==> src/rtl/sat_pkg.sv <==
package sat_pkg;

  typedef enum logic [1:0] {
    FMT_STD = 2'd0,
    FMT_LJ  = 2'd1,
    FMT_RJ  = 2'd2,
    FMT_ALT = 2'd3
  } fmt_e;

  typedef struct packed {
    fmt_e       fmt;
    logic [5:0] slotBits;
    logic [5:0] width;
  } cfg_t;

  typedef struct packed {
    logic frameStart;
    logic update;
  } strobe_t;

endpackage

==> src/rtl/sat_ctrl.sv <==
module sat_ctrl
  import sat_pkg::*;
#(
  parameter int DIV_HALF = 4,
  parameter int DATA_W   = 24
) (
  input  logic       clk,
  input  logic       rstN,
  input  logic [1:0] fmtIn,
  input  logic [1:0] slotIn,
  input  logic [4:0] widthIn,
  output logic       bclk,
  output logic [5:0] pos,
  output cfg_t       cfg,
  output strobe_t    stb
);

  localparam int CNT_W = (DIV_HALF > 1) ? $clog2(DIV_HALF) : 1;

  logic [CNT_W-1:0] divCnt;
  logic             tick;
  logic             fallNow;
  logic             wrap;
  logic             updQ;
  logic [6:0]       lastPos;
  logic [5:0]       slotDec;
  logic [5:0]       maxW;
  logic [5:0]       wReq;
  logic [5:0]       wClamp;
  cfg_t             nextCfg;

  assign tick    = (divCnt == CNT_W'(DIV_HALF - 1));
  assign fallNow = tick && bclk;
  assign lastPos = {cfg.slotBits, 1'b0} - 7'd1;
  assign wrap    = ({1'b0, pos} >= lastPos);

  always_comb begin
    case (slotIn)
      2'd0:    slotDec = 6'd16;
      2'd1:    slotDec = 6'd24;
      default: slotDec = 6'd32;
    endcase
    maxW = (slotDec < 6'(DATA_W)) ? slotDec : 6'(DATA_W);
    wReq = {1'b0, widthIn};
    if (wReq < 6'd8)       wClamp = 6'd8;
    else if (wReq > maxW)  wClamp = maxW;
    else                   wClamp = wReq;
    nextCfg.fmt      = fmt_e'(fmtIn);
    nextCfg.slotBits = slotDec;
    nextCfg.width    = wClamp;
  end

  always_ff @(posedge clk) begin
    if (!rstN) begin
      divCnt <= '0;
      bclk   <= 1'b0;
      pos    <= 6'h3F;
      cfg    <= '{fmt: FMT_STD, slotBits: 6'd16, width: 6'd16};
      updQ   <= 1'b0;
    end else begin
      divCnt <= tick ? '0 : divCnt + CNT_W'(1);
      if (tick) bclk <= ~bclk;
      if (fallNow) pos <= wrap ? 6'd0 : pos + 6'd1;
      if (fallNow && wrap) cfg <= nextCfg;
      updQ <= fallNow;
    end
  end

  assign stb = '{frameStart: fallNow && wrap, update: updQ};

  AST_READY_PULSE: assert property (@(posedge clk) disable iff (!rstN)
    stb.frameStart |=> !stb.frameStart);

  AST_CFG_HELD: assert property (@(posedge clk) disable iff (!rstN)
    !$past(stb.frameStart) |-> (cfg == $past(cfg)));

endmodule

==> src/rtl/sat_datapath.sv <==
module sat_datapath
  import sat_pkg::*;
#(
  parameter int DATA_W = 24
) (
  input  logic              clk,
  input  logic              rstN,
  input  strobe_t           stb,
  input  logic [5:0]        pos,
  input  cfg_t              cfg,
  input  logic              bclk,
  input  logic              inValid,
  input  logic [DATA_W-1:0] inLeft,
  input  logic [DATA_W-1:0] inRight,
  output logic              ws,
  output logic              sd,
  output logic              underrun
);

  logic [DATA_W-1:0] leftQ;
  logic [DATA_W-1:0] rightQ;
  logic [DATA_W-1:0] prevRightQ;
  logic [DATA_W-1:0] chanS;
  logic [DATA_W-1:0] prevS;
  logic              isRight;
  logic [5:0]        k;
  logic              nextSd;

  function automatic logic pickBit(input logic [DATA_W-1:0] s, input logic [5:0] j,
                                   input logic [5:0] w, input logic [5:0] slot,
                                   input logic alignEnd);
    logic [5:0] lead;
    logic [5:0] idx;
    lead    = slot - w;
    pickBit = 1'b0;
    if (alignEnd) begin
      if (j >= lead) begin
        idx     = w - 6'd1 - (j - lead);
        pickBit = |(s & ({{(DATA_W-1){1'b0}}, 1'b1} << idx));
      end
    end else if (j < w) begin
      idx     = w - 6'd1 - j;
      pickBit = |(s & ({{(DATA_W-1){1'b0}}, 1'b1} << idx));
    end
  endfunction

  always_comb begin
    isRight = (pos >= cfg.slotBits);
    k       = isRight ? pos - cfg.slotBits : pos;
    chanS   = isRight ? rightQ : leftQ;
    prevS   = isRight ? leftQ : prevRightQ;
    case (cfg.fmt)
      FMT_LJ:  nextSd = pickBit(chanS, k, cfg.width, cfg.slotBits, 1'b0);
      FMT_RJ:  nextSd = pickBit(chanS, k, cfg.width, cfg.slotBits, 1'b1);
      default: nextSd = (k == 6'd0)
                 ? pickBit(prevS, cfg.slotBits - 6'd1, cfg.width, cfg.slotBits, 1'b0)
                 : pickBit(chanS, k - 6'd1, cfg.width, cfg.slotBits, 1'b0);
    endcase
  end

  always_ff @(posedge clk) begin
    if (!rstN) begin
      leftQ      <= '0;
      rightQ     <= '0;
      prevRightQ <= '0;
      ws         <= 1'b0;
      sd         <= 1'b0;
      underrun   <= 1'b0;
    end else begin
      if (stb.frameStart) begin
        prevRightQ <= rightQ;
        if (inValid) begin
          leftQ  <= inLeft;
          rightQ <= inRight;
        end else begin
          underrun <= 1'b1;
        end
      end
      if (stb.update) begin
        ws <= isRight;
        sd <= nextSd;
      end
    end
  end

  AST_SD_AFTER_FALL: assert property (@(posedge clk) disable iff (!rstN)
    (sd != $past(sd)) |-> !bclk);

  AST_WS_AFTER_FALL: assert property (@(posedge clk) disable iff (!rstN)
    (ws != $past(ws)) |-> !bclk);

  AST_UNDERRUN_STICKY: assert property (@(posedge clk) disable iff (!rstN)
    $past(underrun) |-> underrun);

endmodule

==> src/rtl/serial_audio_tx.sv <==
module serial_audio_tx
  import sat_pkg::*;
#(
  parameter int DIV_HALF = 4,
  parameter int DATA_W   = 24
) (
  input  logic              clk,
  input  logic              rstN,
  input  logic [1:0]        fmtSel,
  input  logic [1:0]        slotSel,
  input  logic [4:0]        widthSel,
  input  logic              inValid,
  output logic              inReady,
  input  logic [DATA_W-1:0] inLeft,
  input  logic [DATA_W-1:0] inRight,
  output logic              bclk,
  output logic              ws,
  output logic              sd,
  output logic              underrun
);

  cfg_t       cfg;
  strobe_t    stb;
  logic [5:0] pos;

  initial begin
    if (DIV_HALF < 2) $error("DIV_HALF must be at least 2");
  end

  sat_ctrl #(.DIV_HALF(DIV_HALF), .DATA_W(DATA_W)) uCtrl (
    .clk     (clk),
    .rstN    (rstN),
    .fmtIn   (fmtSel),
    .slotIn  (slotSel),
    .widthIn (widthSel),
    .bclk    (bclk),
    .pos     (pos),
    .cfg     (cfg),
    .stb     (stb)
  );

  sat_datapath #(.DATA_W(DATA_W)) uData (
    .clk      (clk),
    .rstN     (rstN),
    .stb      (stb),
    .pos      (pos),
    .cfg      (cfg),
    .bclk     (bclk),
    .inValid  (inValid),
    .inLeft   (inLeft),
    .inRight  (inRight),
    .ws       (ws),
    .sd       (sd),
    .underrun (underrun)
  );

  assign inReady = stb.frameStart;

endmodule

==> config.mk <==
export PLATFORM = sky130hd
export DESIGN_NAME = serial_audio_tx
export DESIGN_NICKNAME = d
export VERILOG_FILES = /design/src/rtl/sat_pkg.sv /design/src/rtl/sat_ctrl.sv /design/src/rtl/sat_datapath.sv /design/src/rtl/serial_audio_tx.sv
export SDC_FILE = /design/constraint.sdc
export NUM_CORES = 1
export LEC_CHECK = 0
export BUFFER_PORTS_ARGS = -buffer_cell sky130_fd_sc_hd__buf_2
export CORE_MARGIN = 4
export CORE_UTILIZATION = 42
export CTS_CLUSTER_DIAMETER = 60
export DETAILED_ROUTE_END_ITERATION = 8
export PLACE_DENSITY = 0.6
export SYNTH_ARGS = -nofsm -noshare
export SYNTH_HDL_FRONTEND = slang
export SYNTH_SLANG_ARGS = --single-unit
==> constraint.sdc <==
create_clock -name clk -period 5.1 [get_ports clk]
set_input_delay 0.765 -clock clk [delete_from_list [all_inputs] [get_ports clk]]
set_output_delay 0.765 -clock clk [all_outputs]
set_load 0.02 [all_outputs]
==> impl_summary.txt <==
----------------------------------------------------
[Final layout]
  N_diodes ... 0
  Final non-filler cell area ... ~0.0077 mm2
  Area added between synthesis and finish ... 11.80%
  Fraction of layout instances using a drive strength above 1 ... 13.69%
  Commonest non-fill, non-tap cell in the layout ... sky130_fd_sc_hd__nand2_1
  Most used cells in the layout excluding fill and tap cells ... sky130_fd_sc_hd__nand2_1, sky130_fd_sc_hd__dfxtp_1, sky130_fd_sc_hd__buf_2
  # nets final ... a little over 1000

[Global routing]
  Initial antenna violation count ... 0
  Number of global-route vias before repair ... slightly below 6000
  GR Overflow Total ... 0
  Maximum number of pins on one net before global-route repair ... 73
  Tot GR Track Use ... approximately 22%
  Global-route wire length before repair ... approximately 32 mm

[CTS]
  Post-CTS setup buffer count ... 0
  Latest clock arrival within the worst-skew pair ... between 0.3 and 0.4 ns
  Clock-pin slew on the worst setup and hold paths ... roughly 0.070 ns
  Clock tree from TritonCTS ... done
  Clock sink count ... 96
  Maximum clock insertion buffer count ... 2
  Post_cts resized ... 0
  Root buf cell ... sky130_fd_sc_hd__clkbuf_16
  Hold Buf Count CTS ... 0
  H-tree levels ... 3
  Number of CTS-inserted buffers ... 9

[Power and ir drop]
  P per Cell Area ... between 200 and 250 mW/mm2
  IR drop worst, VDD ... ~0.22 mV
  Static Leak ... about 3.0 nW

[Job]
  Number of max-cap violations ... 0

[Die]
  Die area ... between 0.015 and 0.02 mm2
  Die extent in x ... 135.8 um
  I/O Pins ... 65
  Height of the die ... between 100 and 150 um
  Number of standard-cell rows in the floorplan ... 46
  Starting utilization of the core area ... ~43%
  Placeable core area ... 0.01594 mm2

[Detailed routing]
  Number of vias per cell ... between 5 and 6
  Residual DRC ... 0
  Routed wire length on met2 ... 9.142 mm
  DR top layer ... met4
  Routed length on met3 ... around 980 um
  Routed length per placed instance ... between 15 and 20 um
  Final antenna-violating net count ... 0
  DRC violation total after the first TritonRoute iteration ... 581
  Overall routed net length ... 19.86 mm
  Routed via count ... approximately 6200
  Routed metal-1 wirelength ... 9.101 mm
  Pre-Repair DR Iteration Count ... 8

[Timing]
  Pins over their slew limit ... 0
  Total negative slack for setup checks ... 0 ns
  Relative max-transition margin ... 44.17%
  Final setup violation count ... 0
  Unrepaired setup endpoints after global routing ... false
  Maximum clock skew at final layout ... slightly below 0.008 ns
  Hold Fails Final Rpt ... 0
  Tcrit/Tclk final ... 85.12%
  Minimum period implied by the final worst setup slack ... approximately 4.3 ns
  Transition time at the pin with the least slew margin ... approximately 0.84 ns
  Highest clock frequency the design can meet ... between 200 and 250 MHz

[Placed design]
  Final estimated routing congestion in global placement ... around 0.95
  Placement Cell Area ... approximately 0.0074 mm2
  HPWL after detailed placement ... about 15 mm
  Port buffer count ... 64

[Hold path]
  Beginning of the worst hold path ... uCtrl.divCnt[0]
  Min-delay worst type ... flip-flop to flip-flop
  Hold-critical path endpoint ... uCtrl.divCnt[0]
  Cell depth of the worst hold path ... 1

[Logic synthesis]
  Post-synth top area cell ... sky130_fd_sc_hd__dfxtp_1
  Syn_nets ... 982
  Cell count after synthesis ... between 800 and 900
  Synthesized area per cell ... ~8.0 um2
  Flip-flop and latch count after synthesis ... 96
  Top flip-flop cell by instance count after synthesis ... sky130_fd_sc_hd__dfxtp_1
  Post-synthesis instance area ... roughly 0.0069 mm2
  Synth unique cells ... 74
  Most area-consuming cells after synthesis ... sky130_fd_sc_hd__dfxtp_1, sky130_fd_sc_hd__ha_1, sky130_fd_sc_hd__nand2_1
  Number of flops mapped to enable cells by yosys ... 0
  Portion of the post-synthesis area used by sequential elements ... between 20 and 30%
  Async set-reset flop share out of synthesis ... 0%
  Top-area cell type share of the netlist area ... approximately 28%
  YS warnings ... 0

[Critical path]
  Depth of the worst register-to-register path ... 17
  Critical path start-end classification ... flip-flop to flip-flop
  Element type at the critical path start ... flip-flop
  Worst reg2reg endpoint ... uData.sd
  Maximum fanout count along the critical path ... 11
  Reg-to-Reg Start ... uCtrl.cfg[0]
  Required time reported for the critical path endpoint ... between 5 and 6 ns
  Worst endpoint data arrival time ... approximately 4.6 ns
  Reg-to-reg setup timing slack ... 0.76 ns
  Capturing element type of the critical path ... flip-flop

[Status]
  Run status ... completed

----------------------------------------------------
## metrics by stage
stage                     cells  setup slack, ns  utilization [%]  power (mW)  hold WS (ns)
final                      1122           0.7588            48.11       1.609        0.4252
after floorplan             855            1.204                -      0.8667        0.4043
after global placement     1106           0.9116            46.19      0.9173        0.4162
after detailed placement   1106           0.8224            46.19      0.9179        0.4161
after CTS                  1122           0.7770            48.11       1.628        0.4259
after global routing       1122           0.3808            48.11       1.672        0.4400
## per-layer routing
| layer | track usage (%) | vias to the layer above |
|---|---|---|
| met4 | 8.119 | 0 |
| met1 | 29.67 | 2865 |
| met3 | 3.380 | 34 |
| li1 | - | 3086 |
| met2 | 35.70 | 168 |
| met5 | 0 | - |
## critical path, stage by stage (launching register included)
cell and delay, ns:
sky130_fd_sc_hd__dfxtp_1 0.55, sky130_fd_sc_hd__inv_1 0.16, sky130_fd_sc_hd__ha_1 0.45, sky130_fd_sc_hd__inv_1 0.15, sky130_fd_sc_hd__ha_1 0.32, sky130_fd_sc_hd__xor2_1 0.23
sky130_fd_sc_hd__ha_1 0.20, sky130_fd_sc_hd__nor2_1 0.06, sky130_fd_sc_hd__xnor2_1 0.51, sky130_fd_sc_hd__buf_4 0.28, sky130_fd_sc_hd__mux2i_1 0.21, sky130_fd_sc_hd__mux2i_1 0.10
sky130_fd_sc_hd__a222oi_1 0.38, sky130_fd_sc_hd__nand3_1 0.11, sky130_fd_sc_hd__o21ai_0 0.11, sky130_fd_sc_hd__a22oi_1 0.13, sky130_fd_sc_hd__a22oi_2 0.22, sky130_fd_sc_hd__o21ai_2 0.07
## power breakdown
part           leakage, nW  switching [mW]  total, mW  internal, mW
registers            0.774         0.00490      0.758         0.754
clock network        0.150           0.319      0.707         0.388
logic                 2.10          0.0792      0.144        0.0646
## cells by family after synthesis
| kind of cell | count (synthesis) | synth area share (%) |
|---|---|---|
| AOI/OAI and AO/OA | 218 | 21.85 |
| xor gates and xnor gates | 42 | 5.672 |
| adders and majority gates | 69 | 12.95 |
| buffers and inverters | 83 | 4.943 |
| DFF | 96 | 28.01 |
| muxes | 35 | 6.493 |
| other | 2 | 0.1095 |
| and+or+nand+nor | 310 | 19.97 |
## state kept, by name, indices dropped and copies added (netlist names), 2 cells and up
signal / flops
uCtrl.cfg: 11
uCtrl.divCnt: 2
uCtrl.pos: 6
uData.leftQ: 24
uData.prevRightQ: 24
uData.rightQ: 24
## cell usage after synthesis (all sizes together), types with 3 or more instances
cell	number
buf	12
nand4	4
a222oi	7
nor2	29
a211oi	4
nand2b	4
o21ai	31
nor4	7
o211ai	3
xnor2	27
ha	63
nor3	7
clkbuf	30
mux2i	13
o311ai	5
inv	39
a31oi	5
a21o	7
a21boi	58
a21oi	48
and3	9
mux2	16
nand3	23
a221oi	3
and2	4
a22oi	18
xor2	14
nand3b	4
o22ai	7
or2	3
o21bai	3
nor2b	9
mux4	6
o21a	4
fa	4
nand2	199
dfxtp	96
## cell type report
type / count / area (um2)
Clock inverter: 6 / 77.57
Inverter: 41 / 153.9
Timing Repair Buffer: 77 / 417.9
Multi-Input combinational cell: 676 / 4599
Fill cell: 1605 / 8273
Tap cell: 216 / 270.3
Sequential cell: 96 / 1922
Clock buffer: 10 / 229.0
## worst max-delay path by stage
| stage | cells past startpoint | to | from | slack [ns] |
|---|---|---|---|---|
| finish | 17 | uData.sd | uCtrl.cfg[0] | 0.76 |
| global route | 17 | uData.sd | uCtrl.cfg[0] | 0.38 |
| floorplan | 18 | uData.sd | uCtrl.pos[1] | 1.20 |
| detailed placement | 17 | uData.sd | uCtrl.cfg[0] | 0.82 |
| CTS | 17 | uData.sd | uCtrl.cfg[0] | 0.78 |
| global placement | 17 | uData.sd | uCtrl.cfg[0] | 0.91 |
(Power assumes the default switching activity.)
